<file path="config.mk">
export PLATFORM = sky130hd
export DESIGN_NAME = pser_top
export DESIGN_NICKNAME = d
export VERILOG_FILES = /design/src/rtl/pser_pkg.sv /design/src/rtl/pser_len_clamp.sv /design/src/rtl/pser_bit_counter.sv /design/src/rtl/pser_shifter.sv /design/src/rtl/pser_top.sv
export SDC_FILE = /design/constraint.sdc
export NUM_CORES = 1
export LEC_CHECK = 0
export BUFFER_PORTS_ARGS = -buffer_cell sky130_fd_sc_hd__clkbuf_2
export CAP_MARGIN = 15
export CORE_MARGIN = 1
export CORE_UTILIZATION = 50
export CTS_CLUSTER_DIAMETER = 60
export CTS_CLUSTER_SIZE = 25
export DETAILED_ROUTE_END_ITERATION = 8
export HOLD_SLACK_MARGIN = 0.15
export PLACE_DENSITY = 0.77
export SYNTH_ARGS = -nofsm -noshare
export SYNTH_HDL_FRONTEND = slang
export SYNTH_SLANG_ARGS = --single-unit
</file>
<file path="constraint.sdc">
create_clock -name clk -period 2.5 [get_ports clk]
set_input_delay 0.375 -clock clk [delete_from_list [all_inputs] [get_ports clk]]
set_output_delay 0.375 -clock clk [all_outputs]
set_load 0.01 [all_outputs]
</file>
<file path="src/rtl/pser_pkg.sv">
package pser_pkg;

    localparam int DEF_WORD_W  = 16;
    localparam int DEF_MIN_LEN = 6;

    // Clamp a requested count into [lo, hi].
    function automatic int clamp_count(input int raw, input int lo, input int hi);
        if (raw < lo) return lo;
        if (raw > hi) return hi;
        return raw;
    endfunction

    // Transfer-tracking state carried by the bit counter.
    typedef struct packed {
        logic       active;
        logic [4:0] count;
        logic [4:0] last_idx;
    } track_t;

endpackage

</file>
<file path="src/rtl/pser_len_clamp.sv">
module pser_len_clamp #(
    parameter int WORD_W  = pser_pkg::DEF_WORD_W,
    parameter int MIN_LEN = pser_pkg::DEF_MIN_LEN,
    parameter int LEN_W   = $clog2(WORD_W + 1)
) (
    input  logic [LEN_W-1:0] len_req,
    output logic [LEN_W-1:0] len_eff
);
    always_comb begin
        len_eff = LEN_W'(pser_pkg::clamp_count(int'(len_req), MIN_LEN, WORD_W));
    end
endmodule

</file>
<file path="src/rtl/pser_bit_counter.sv">
module pser_bit_counter #(
    parameter int WORD_W = pser_pkg::DEF_WORD_W,
    parameter int LEN_W  = $clog2(WORD_W + 1)
) (
    input  logic             clk,
    input  logic             rst,
    input  logic             load,
    input  logic [LEN_W-1:0] len_eff,
    output logic             active,
    output logic             last
);
    logic             act_q;
    logic [LEN_W-1:0] cnt_q;
    logic [LEN_W-1:0] end_q;

    always_ff @(posedge clk) begin
        if (rst) begin
            act_q <= 1'b0;
            cnt_q <= '0;
            end_q <= '0;
        end else if (load) begin
            act_q <= 1'b1;
            cnt_q <= '0;
            end_q <= len_eff - LEN_W'(1);
        end else if (act_q) begin
            if (last) begin
                act_q <= 1'b0;
                cnt_q <= '0;
            end else begin
                cnt_q <= cnt_q + LEN_W'(1);
            end
        end
    end

    assign active = act_q;
    assign last   = act_q && (cnt_q == end_q);
endmodule

</file>
<file path="src/rtl/pser_shifter.sv">
module pser_shifter #(
    parameter int WORD_W = pser_pkg::DEF_WORD_W
) (
    input  logic              clk,
    input  logic              rst,
    input  logic              load,
    input  logic              shift,
    input  logic [WORD_W-1:0] word,
    output logic              lsb
);
    logic [WORD_W-1:0] sh_q;

    always_ff @(posedge clk) begin
        if (rst)        sh_q <= '0;
        else if (load)  sh_q <= word;
        else if (shift) sh_q <= {1'b0, sh_q[WORD_W-1:1]};
    end

    assign lsb = sh_q[0];
endmodule

</file>
<file path="src/rtl/pser_top.sv">
module pser_top #(
    parameter int WORD_W  = pser_pkg::DEF_WORD_W,
    parameter int MIN_LEN = pser_pkg::DEF_MIN_LEN,
    localparam int LEN_W  = $clog2(WORD_W + 1)
) (
    input  logic              clk,
    input  logic              rst,
    input  logic              start,
    input  logic [WORD_W-1:0] word_in,
    input  logic [LEN_W-1:0]  len_in,
    output logic              ser_out,
    output logic              busy,
    output logic              done
);
    logic [LEN_W-1:0] len_eff;
    logic             active;
    logic             last;
    logic             lsb;

    pser_len_clamp #(.WORD_W(WORD_W), .MIN_LEN(MIN_LEN), .LEN_W(LEN_W)) u_clamp (
        .len_req (len_in),
        .len_eff (len_eff)
    );

    pser_bit_counter #(.WORD_W(WORD_W), .LEN_W(LEN_W)) u_cnt (
        .clk     (clk),
        .rst     (rst),
        .load    (start),
        .len_eff (len_eff),
        .active  (active),
        .last    (last)
    );

    pser_shifter #(.WORD_W(WORD_W)) u_sh (
        .clk   (clk),
        .rst   (rst),
        .load  (start),
        .shift (active),
        .word  (word_in),
        .lsb   (lsb)
    );

    assign ser_out = active & lsb;
    assign busy    = active;
    assign done    = last;
endmodule

</file>
==> metrics.txt <==
status=finished, final reports clean; Mapped Area=1440 µm²; cells resized by post-CTS repair=0; drt first pass iters=4; routed wire length=2600 µm; dpl cell area=1540 µm²; slowest CP cell=dfxtp_1; Post-Syn Nets=171; Max-cap violations=0; crit path time final=2.00 ns; global placer's final weighted congestion=0.766; Worst slew margin=0.492; critical path fanouts, max=8; crit-path cells=xor2_1 > nor2_1 > and3_1 > clkbuf_2; share of cells above drive strength 1=0.343; routed via count=1130; core area=2730 µm²; worst hold slack=0.266 ns; post-route cell area=1570 µm²; Worst Skew=0.00988 ns; first-pass GRT wire length=4570 µm; post-synthesis sequential area ratio=0.376; Antenna Nets Post-Route=0; CTS tree=done; crit share post-route=0.802; post-synthesis register bit count=27; critical path class=flip-flop to output pin; CTS sink cnt=27; vias in the first global route=1156; syn avg cell area=9.91 µm²; I/O pin cnt=27; Iter 0 DRT Violations=23; die height=55.6 µm; die area=3090 µm²; root buf cell=clkbuf_4; hold crit path type=input pin to flip-flop; largest net degree at the start of global routing=32; Bufs on Longest Clock Path=2; FF-to-FF setup slack=0.96 ns; unrepaired setup endpoints after global routing=false; H-tree depth=1; Final Hold Viols=0; startpoint types=flip-flop; DPL Wire Length=1930 µm; post-synthesis cell count=145; initial antenna violation count=0; crit-path max cell delay=0.51 ns; antenna cells=0; pwr dens=526 nW/µm²; crit-path leading delay family=flip-flops; vias per cell=5.74; NumNets Final=193; FP Rows=19; CP Data Required Time=2.12 ns; pins over their slew limit=0; Hold Buf Count CTS=0; wire length per cell=13.2 µm; Arrival @ worst endpoint=1.63 ns; Highest Clock Rate=499 MHz; clk_lat worst skew=0.33 ns; synth-to-layout area growth=9.40%; chip width=55.6 µm; Yosys cell types=40; Worst Tran Pin Value=0.762 ns; VDD IR max=0.348 mV; CP bufs+invs=1; Synth warnings=0; global route overflow=0; postcts setup bufs=0; IO Port Bufs=26; Num CTS Buffers=3; Post-route DRC=0; Crit. End Element=output pin; final setup TNS=0 ns; Leak Pwr=0.723 nW; fill cell count=256; # setup viols final=0; clock-pin slew on the worst setup and hold paths=0.15 ns; Initial Utilization=0.526; Total GRT Usage=0.181
==> synthesized netlist by cell type, drive strengths merged <==
master / n / area (µm²)
or2: 3 / 18.8
a311oi: 1 / 8.76
clkbuf: 3 / 11.3
a21oi: 3 / 15.0
mux2i: 15 / 150
nor4bb: 1 / 10.0
o211ai: 1 / 7.51
buf: 7 / 60.1
nor3: 3 / 26.3
and3: 1 / 6.26
o2111ai: 3 / 26.3
nand4bb: 1 / 11.3
a31o: 2 / 17.5
nor2b: 1 / 13.8
xor2: 5 / 43.8
a211oi: 3 / 27.5
nor2: 23 / 86.3
dfxtp: 27 / 541
ha: 2 / 25.0
nand3: 4 / 20.0
or3b: 1 / 8.76
a21o: 1 / 8.76
o31ai: 1 / 7.51
nand2b: 1 / 6.26
and2: 1 / 6.26
nand2: 2 / 7.51
inv: 1 / 3.75
mux2: 15 / 169
nor4b: 1 / 15.0
a22oi: 1 / 7.51
a31oi: 3 / 18.8
or3: 2 / 12.5
nand3b: 3 / 22.5
o21bai: 1 / 7.51
o21ai: 2 / 10.0
==> path summary, 6_finish.rpt <==
check                   end  depth (start not counted)            from
max                    done                          4  u_cnt.cnt_q[2]
min            u_sh.sh_q[3]                          3      word_in[3]
max reg2reg    u_sh.sh_q[9]                          4    u_cnt.active
min reg2reg  u_cnt.end_q[4]                          2  u_cnt.end_q[4]
==> worst reg2reg max path, cell delays in order, from the launching register on <==
cell     delay, ns
dfxtp_1       0.53
buf_4         0.33
mux2_2        0.38
mux2i_1       0.13
nor2_1        0.06
==> power by group <==
group | total, mW | leakage, nW | internal [mW] | switching [mW]
clock network | 0.193 | 0.0139 | 0.0612 | 0.132
registers | 0.474 | 0.222 | 0.457 | 0.0176
logic | 0.160 | 0.487 | 0.0814 | 0.0782
==> logic make-up after synthesis <==
group                      synth area share
adders and majority gates            0.0174
AOI/OAI and AO/OA                     0.113
buffers and inverters                0.0522
and+or+nand+nor                       0.189
muxes                                 0.222
xor gates and xnor gates             0.0305
DFF                                   0.376
==> layout by cell type, fill, tap and decap left out, drive strengths merged, types with 3 or more instances in the layout <==
master and count:
clkbuf 29, dfxtp 27, a31oi 3, mux2i 15, xor2 5, a21oi 3, or2 3, nor3 3
nand3b 3, nor2 23, mux2 15, nand3 4, a211oi 3, o2111ai 3
==> sequential cells by signal, indices dropped and copies added (netlist names) <==
signal        flops
u_sh.sh_q        16
u_cnt.cnt_q       5
u_cnt.end_q       5
u_cnt.active      1
==> per-stage QoR <==
| stage | power, mW | util | setup slack (ns) | std cells |
|---|---|---|---|---|
| after CTS | 0.834 | 0.575 | 0.500 | 197 |
| after global routing | 0.866 | 0.575 | 0.334 | 197 |
| after detailed placement | 0.644 | 0.564 | 0.539 | 193 |
| final | 0.827 | 0.575 | 0.496 | 197 |
| after global placement | 0.635 | 0.564 | 0.625 | 193 |
| after floorplan | 0.604 | - | 0.789 | 145 |
==> cell type report <==
cell class	count	area (µm²)	area share
clock buffers	3	22.5	0.0143
inverters	1	3.75	0.00239
well taps	31	38.8	0.0247
clock inverters	1	7.51	0.00477
multi-input cells	107	822	0.523
repair buffers	27	138	0.0875
flip-flops and latches	27	541	0.344
==> routing by layer <==
metal / GRT usage / up-vias / share of wire
li1: - / 569 / -
met3: 0.0209 / 6 / 0.029
met2: 0.341 / 23 / 0.53
met4: 0.0786 / 0 / 0.016
met1: 0.204 / 532 / 0.42
met5: 0 / - / 0
Note: power is estimated with default switching activity, not from simulation.
